[config.mk]
export PLATFORM = sky130hd
export DESIGN_NAME = vcap_dma_evgen
export DESIGN_NICKNAME = d
export VERILOG_FILES = /design/src/rtl/vcap_evg_pkg.sv /design/src/rtl/vcap_evg_sequencer.sv /design/src/rtl/vcap_evg_trigger.sv /design/src/rtl/vcap_evg_slots.sv /design/src/rtl/vcap_dma_evgen.sv
export SDC_FILE = /design/constraint.sdc
export NUM_CORES = 1
export LEC_CHECK = 0
export ABC_CLOCK_PERIOD_IN_PS = 8400
export BUFFER_PORTS_ARGS = -buffer_cell sky130_fd_sc_hd__buf_4
export CORE_MARGIN = 2
export CORE_UTILIZATION = 55
export CTS_BUF_LIST = sky130_fd_sc_hd__clkbuf_4 sky130_fd_sc_hd__clkbuf_8 sky130_fd_sc_hd__clkbuf_16
export CTS_CLUSTER_DIAMETER = 100
export CTS_CLUSTER_SIZE = 14
export DETAILED_ROUTE_END_ITERATION = 7
export PLACE_DENSITY_LB_ADDON = 0.2
export SETUP_SLACK_MARGIN = 0.1
export SLEW_MARGIN = 20
export SYNTH_ARGS = -nofsm -noshare
export SYNTH_HDL_FRONTEND = slang
export SYNTH_SLANG_ARGS = --single-unit
[constraint.sdc]
create_clock -name clk -period 8.4 [get_ports clk]
set_clock_uncertainty 0.2 [all_clocks]
set_input_delay 1.68 -clock clk [delete_from_list [all_inputs] [get_ports clk]]
set_output_delay 1.68 -clock clk [all_outputs]
set_load 0.005 [all_outputs]
[src/rtl/vcap_evg_pkg.sv]
package vcap_evg_pkg;

    // Field tag carried by every burst: 0 selects field 1, 1 selects field 2.
    typedef enum logic {
        FLD_ONE = 1'b0,
        FLD_TWO = 1'b1
    } field_t;

    // Occupancy of the in-flight tracker.
    typedef enum logic [1:0] {
        S_IDLE   = 2'd0,
        S_SINGLE = 2'd1,
        S_DOUBLE = 2'd2
    } slot_state_t;

endpackage

[src/rtl/vcap_evg_sequencer.sv]
module vcap_evg_sequencer
    import vcap_evg_pkg::*;
#(
    parameter int CNT_W = 8
) (
    input  logic             clk,
    input  logic             rst_n,
    input  logic             frame_start,
    input  logic             fire,
    input  logic [CNT_W-1:0] cnt_fld1,
    input  logic [CNT_W-1:0] cnt_fld2,
    output field_t           next_field
);

    localparam int IDX_W = CNT_W + 1;

    field_t           field_q;
    field_t           field_n;
    logic [CNT_W-1:0] idx_q;
    logic [CNT_W-1:0] idx_n;
    logic [IDX_W-1:0] idx_inc;
    logic [IDX_W-1:0] cnt_sel;
    logic             last_of_field;

    always_comb begin
        idx_inc       = {1'b0, idx_q} + IDX_W'(1);
        cnt_sel       = (field_q == FLD_TWO) ? {1'b0, cnt_fld2} : {1'b0, cnt_fld1};
        // A zero count still yields one burst for the field.
        last_of_field = (idx_inc >= cnt_sel);
    end

    always_comb begin
        field_n = field_q;
        idx_n   = idx_q;
        if (frame_start) begin
            field_n = FLD_ONE;
            idx_n   = '0;
        end else if (fire) begin
            if (last_of_field) begin
                field_n = (field_q == FLD_ONE) ? FLD_TWO : FLD_ONE;
                idx_n   = '0;
            end else begin
                idx_n = idx_inc[CNT_W-1:0];
            end
        end
    end

    always_ff @(posedge clk or negedge rst_n) begin
        if (!rst_n) begin
            field_q <= FLD_ONE;
            idx_q   <= '0;
        end else begin
            field_q <= field_n;
            idx_q   <= idx_n;
        end
    end

    assign next_field = field_q;

endmodule

[src/rtl/vcap_evg_trigger.sv]
module vcap_evg_trigger
    import vcap_evg_pkg::*;
#(
    parameter int LVL_W = 12,
    parameter int THR_W = 10
) (
    input  slot_state_t      slot_state,
    input  field_t           head_field,
    input  field_t           next_field,
    input  logic             frame_start,
    input  logic [LVL_W-1:0] fifo_level,
    input  logic [THR_W-1:0] thr_fld1,
    input  logic [THR_W-1:0] thr_fld2,
    output logic             fire
);

    localparam int SUM_W = THR_W + 1;
    localparam int CMP_W = (LVL_W > SUM_W) ? LVL_W : SUM_W;

    logic [THR_W-1:0] thr_next;
    logic [THR_W-1:0] thr_held;
    logic [SUM_W-1:0] need;

    always_comb begin
        thr_next = (next_field == FLD_TWO) ? thr_fld2 : thr_fld1;
        unique case (slot_state)
            S_SINGLE: thr_held = (head_field == FLD_TWO) ? thr_fld2 : thr_fld1;
            default:  thr_held = '0;
        endcase
        // The full threshold of an open burst stays charged until it retires.
        need = SUM_W'(thr_held) + SUM_W'(thr_next);
        fire = (slot_state != S_DOUBLE) && !frame_start &&
               (CMP_W'(fifo_level) > CMP_W'(need));
    end

endmodule

[src/rtl/vcap_evg_slots.sv]
module vcap_evg_slots
    import vcap_evg_pkg::*;
#(
    parameter int THR_W = 10
) (
    input  logic             clk,
    input  logic             rst_n,
    input  logic             fire,
    input  field_t           fire_field,
    input  logic             dma_rd,
    input  logic [THR_W-1:0] thr_fld1,
    input  logic [THR_W-1:0] thr_fld2,
    output slot_state_t      slot_state,
    output field_t           head_field,
    output logic [THR_W-1:0] svc_left,
    output logic [1:0]       inflight,
    output logic             svc_done
);

    slot_state_t      st_q, st_n;
    field_t           head_q, head_n;
    field_t           tail_q, tail_n;
    logic [THR_W-1:0] left_q, left_n;
    logic             retire;
    logic             done_q;
    logic [THR_W-1:0] thr_fire;
    logic [THR_W-1:0] thr_tail;
    logic             last_word;

    always_comb begin
        thr_fire  = (fire_field == FLD_TWO) ? thr_fld2 : thr_fld1;
        thr_tail  = (tail_q == FLD_TWO) ? thr_fld2 : thr_fld1;
        last_word = (left_q <= THR_W'(1));
    end

    // Next-state and datapath decisions.
    always_comb begin
        st_n   = st_q;
        head_n = head_q;
        tail_n = tail_q;
        left_n = left_q;
        retire = 1'b0;
        unique case (st_q)
            S_IDLE: begin
                if (fire) begin
                    st_n   = S_SINGLE;
                    head_n = fire_field;
                    left_n = thr_fire;
                end
            end
            S_SINGLE: begin
                retire = dma_rd && last_word;
                if (retire && fire) begin
                    head_n = fire_field;
                    left_n = thr_fire;
                end else if (retire) begin
                    st_n   = S_IDLE;
                    left_n = '0;
                end else begin
                    if (fire) begin
                        st_n   = S_DOUBLE;
                        tail_n = fire_field;
                    end
                    if (dma_rd) begin
                        left_n = left_q - THR_W'(1);
                    end
                end
            end
            S_DOUBLE: begin
                retire = dma_rd && last_word;
                if (retire) begin
                    st_n   = S_SINGLE;
                    head_n = tail_q;
                    left_n = thr_tail;
                end else if (dma_rd) begin
                    left_n = left_q - THR_W'(1);
                end
            end
            default: begin
                st_n   = S_IDLE;
                left_n = '0;
            end
        endcase
    end

    // State register.
    always_ff @(posedge clk or negedge rst_n) begin
        if (!rst_n) begin
            st_q   <= S_IDLE;
            head_q <= FLD_ONE;
            tail_q <= FLD_ONE;
            left_q <= '0;
        end else begin
            st_q   <= st_n;
            head_q <= head_n;
            tail_q <= tail_n;
            left_q <= left_n;
        end
    end

    // Registered completion pulse.
    always_ff @(posedge clk or negedge rst_n) begin
        if (!rst_n) begin
            done_q <= 1'b0;
        end else begin
            done_q <= retire;
        end
    end

    // Outputs decoded from state.
    always_comb begin
        unique case (st_q)
            S_SINGLE: inflight = 2'd1;
            S_DOUBLE: inflight = 2'd2;
            default:  inflight = 2'd0;
        endcase
    end

    assign slot_state = st_q;
    assign head_field = head_q;
    assign svc_left   = left_q;
    assign svc_done   = done_q;

endmodule

[src/rtl/vcap_dma_evgen.sv]
module vcap_dma_evgen
    import vcap_evg_pkg::*;
#(
    parameter int LVL_W = 12,
    parameter int THR_W = 10,
    parameter int CNT_W = 8
) (
    input  logic             clk,
    input  logic             rst_n,
    input  logic             frame_start,
    input  logic [LVL_W-1:0] fifo_level,
    input  logic [THR_W-1:0] thr_fld1,
    input  logic [THR_W-1:0] thr_fld2,
    input  logic [CNT_W-1:0] cnt_fld1,
    input  logic [CNT_W-1:0] cnt_fld2,
    input  logic             dma_rd,
    output logic             dma_evt,
    output logic             evt_field,
    output logic [1:0]       inflight,
    output logic             svc_field,
    output logic [THR_W-1:0] svc_left,
    output logic             svc_done
);

    field_t      next_field;
    field_t      head_field;
    slot_state_t slot_state;
    logic        fire;
    logic        evt_q;
    field_t      evt_field_q;

    vcap_evg_sequencer #(
        .CNT_W(CNT_W)
    ) u_seq (
        .clk        (clk),
        .rst_n      (rst_n),
        .frame_start(frame_start),
        .fire       (fire),
        .cnt_fld1   (cnt_fld1),
        .cnt_fld2   (cnt_fld2),
        .next_field (next_field)
    );

    vcap_evg_trigger #(
        .LVL_W(LVL_W),
        .THR_W(THR_W)
    ) u_trig (
        .slot_state (slot_state),
        .head_field (head_field),
        .next_field (next_field),
        .frame_start(frame_start),
        .fifo_level (fifo_level),
        .thr_fld1   (thr_fld1),
        .thr_fld2   (thr_fld2),
        .fire       (fire)
    );

    vcap_evg_slots #(
        .THR_W(THR_W)
    ) u_slots (
        .clk       (clk),
        .rst_n     (rst_n),
        .fire      (fire),
        .fire_field(next_field),
        .dma_rd    (dma_rd),
        .thr_fld1  (thr_fld1),
        .thr_fld2  (thr_fld2),
        .slot_state(slot_state),
        .head_field(head_field),
        .svc_left  (svc_left),
        .inflight  (inflight),
        .svc_done  (svc_done)
    );

    always_ff @(posedge clk or negedge rst_n) begin
        if (!rst_n) begin
            evt_q       <= 1'b0;
            evt_field_q <= FLD_ONE;
        end else begin
            evt_q <= fire;
            if (fire) begin
                evt_field_q <= next_field;
            end
        end
    end

    assign dma_evt   = evt_q;
    assign evt_field = evt_field_q;
    assign svc_field = head_field;

endmodule

==> run metrics <==
slew margin rel.=between 30 and 40%; class of the most critical setup path=in2reg; post-synth cell types=66; WL per Instance=~17 um; status=completed; PortBufs=67; Register Area=651 um^2; Post-synth EDFFs=0; fin crit share=~76%; Mapped Area=approximately 0.0032 mm^2; die height=~80 um; Seq/Total Area, Yosys=a little over 20%; initial antenna violation count=0; root buf cell=clkbuf_8; CTS tree=built; class of the worst hold path=reg2reg; switching share of power=roughly half; Mapped Nets=454; Post-CTS Setup Repair Bufs=0; WL final=between 8000 and 9000 um; fin crit period=approximately 6.4 ns; Clock Latency Late Sink=between 0.2 and 0.3 ns; most used flip-flop cell after synthesis=dfrtp_1; post-route setup TNS=0 ns; Tot Pwr=1.25 mW; sequential power share=21.2%; Die Area=approximately 0.0064 mm^2; CTS Hold Buffers Added=0; most common library cells after synthesis=ha_1 (36), nor2_1 (33), dfrtp_1 (26), mux2i_1 (26), a31oi_1 (19); HP Start=u_seq.idx_q[7]; Num CTS Buffers=3; share of cells above drive strength 1=between 20 and 25%; reg-to-reg setup timing slack=between 2 and 2.5 ns; top cells by area, synth=dfrtp_1 (21%), ha_1 (14%), mux2i_1 (8.2%); Initial DRC Count=between 300 and 400; largest net degree at the start of global routing=28; routability cong.=just over 0.9; Max Cap Viol=0; HPWL after detailed placement=6510 um; CP Launch Point=thr_fld2[0]; final hold vios=0; GRT Total Usage=a little over a quarter; unrepaired setup endpoints after global routing=false; post_cts resized=0; Initial Utilization=between 50% and 60%; Static Leak=1.82 nW; worst-path maximum fanout=27; first-pass GRT wire length=~14000 um; post-synth top area cell=dfrtp_1; Die W=~80 um; switching power total=between 600 and 700 uW; Int Power=roughly 640 uW; Peak Freq=about 160 MHz; Synth Area per Inst=8.69 um^2; R2R Path Start=u_slots.slot_state[1]; vias in the first global route=approximately 2900; Longest Clk Path Bufs=2; I/O pin total=68; Slew @ Worst Pin=around 0.94 ns; Combinational Power Share=between 70% and 80%; nets=509; GRT overflow=0; Critical Path RT=approximately 8.4 ns; #FFs+latches synth=26; H-tree levels=1; Ys Warns=0; Mapped Cells=about 370; via count=3053; Setup crit end kind=register; crit start category=input pin; Ant. Diodes=0; DRC Markers=0; FFs w/ async S/R, synth=100%; Clk pwr share=8.5%; vias per cell=approximately 6.2; share of the synthesized area in the top cell type=about 20%; Final ANT Viol Nets=0; drt pass-1 iters=5; Synth-to-Final Area Change=18.5%; CTS clk-pin slew, worst paths=~0.09 ns; Core Area=between 0.005 and 0.006 mm^2; most common cell in the netlist=ha_1; Sink Count=26; pwr/cell area=roughly 330 mW/mm^2; area of the multi-input gates=around 0.0024 mm^2; Final Slew Violations=0; row count=27; Data arrival, critical path=around 6.3 ns; final setup fails=0; Max VDD drop=0.176 mV; Layout fillers=between 400 and 500
per-stage QoR:
stage | utilization [%] | hold slack, ns | area, um^2 | std cells | setup slack [ns]
floorplan | - | 0.279 | 3170 | 365 | 2.62
detailed placement | 66.5 | 0.318 | 3680 | 487 | 1.81
finish | 67.8 | 0.340 | 3760 | 491 | 2.03
global placement | 66.5 | 0.305 | 3680 | 487 | 2.03
global route | 67.8 | 0.355 | 3760 | 491 | 1.77
CTS | 67.8 | 0.337 | 3760 | 491 | 2.08
cell usage in the layout (no fill, tap or decap), types with 3 or more instances in the layout:
| master | instances |
|---|---|
| a211oi_1 | 9 |
| a21o_1 | 6 |
| a21oi_1 | 15 |
| a221o_1 | 6 |
| a22o_1 | 3 |
| a31oi_1 | 19 |
| and3_1 | 13 |
| buf_4 | 67 |
| clkbuf_8 | 3 |
| dfrtp_1 | 26 |
| ha_1 | 36 |
| inv_1 | 17 |
| mux2_2 | 11 |
| mux2i_1 | 26 |
| nand2_1 | 17 |
| nand3_1 | 8 |
| nand3b_1 | 6 |
| nor2_1 | 33 |
| nor2b_1 | 5 |
| nor3_1 | 9 |
| nor4_1 | 3 |
| o211ai_1 | 3 |
| o21a_1 | 4 |
| o21ai_0 | 7 |
| o21ai_1 | 3 |
| o2bb2ai_1 | 4 |
| xor2_1 | 16 |
cell type report:
type                            instances  area share (%)
Clock inverter                          1           0.799
Tap cell                               72            2.40
Multi-Input combinational cell        304            63.2
Inverter                               18            1.80
Clock buffer                            3            1.10
Sequential cell                        26            17.3
Timing Repair Buffer                   67            13.4
cell families (layout without fill, tap and decap cells):
group           Yosys count  in the layout  share of synthesized area [%]
compound gates           99             99                           23.1
buf+inv                  35             89                           4.62
xor+xnor                 18             18                           4.97
mux                      39             39                           12.8
simple gates            111            111                           19.1
flops                    26             26                           20.5
fa+ha+maj                37             37                           14.8
critical path: stages:
cell,delay [ns]
buf_4,0.12
mux2_2,0.29
ha_1,0.22
fa_1,0.41
a21o_1,0.17
a21oi_1,0.23
nor2b_1,0.09
o21a_1,0.18
o41ai_1,0.42
xor2_1,0.19
ha_1,0.25
and4b_1,0.20
and3_1,0.18
a21oi_1,0.23
a21o_1,0.47
inv_2,0.33
a211oi_1,0.31
mux2_1,0.34
state kept, by name (all words and copies together), names as in the netlist:
register / count
u_slots.svc_left: 10
u_seq.idx_q: 8
u_slots.slot_state: 2
dma_evt: 1
evt_field: 1
u_seq.next_field: 1
u_slots.head_field: 1
u_slots.svc_done: 1
u_slots.tail_q: 1
routing by layer:
layer  routed length, um  global-route usage, %
met5                   0                      0
met2                3990                   45.3
met1                3710                   36.9
met3                 534                   2.15
met4                  70                   4.92
path summary, 6_finish.rpt:
kind	endpoint	cells after the start
setup / recovery	u_slots.head_field	18
hold / removal	u_seq.idx_q[7]	1
setup reg to reg	u_slots.head_field	20
hold reg to reg	u_seq.idx_q[7]	1
max in group asynchronous	u_slots.svc_left[1]	1
min in group asynchronous	u_slots.slot_state[1]	1
power by group through the flow:
stage                     sequential, mW  clock (mW)  combinational [mW]
after global routing               0.274       0.113               0.984
after floorplan                    0.214           0               0.686
after detailed placement           0.267           0               0.866
after CTS                          0.264       0.108               0.872
after global placement             0.264           0               0.850
final                              0.265       0.106               0.880
Note: power is estimated with default switching activity, not from simulation.
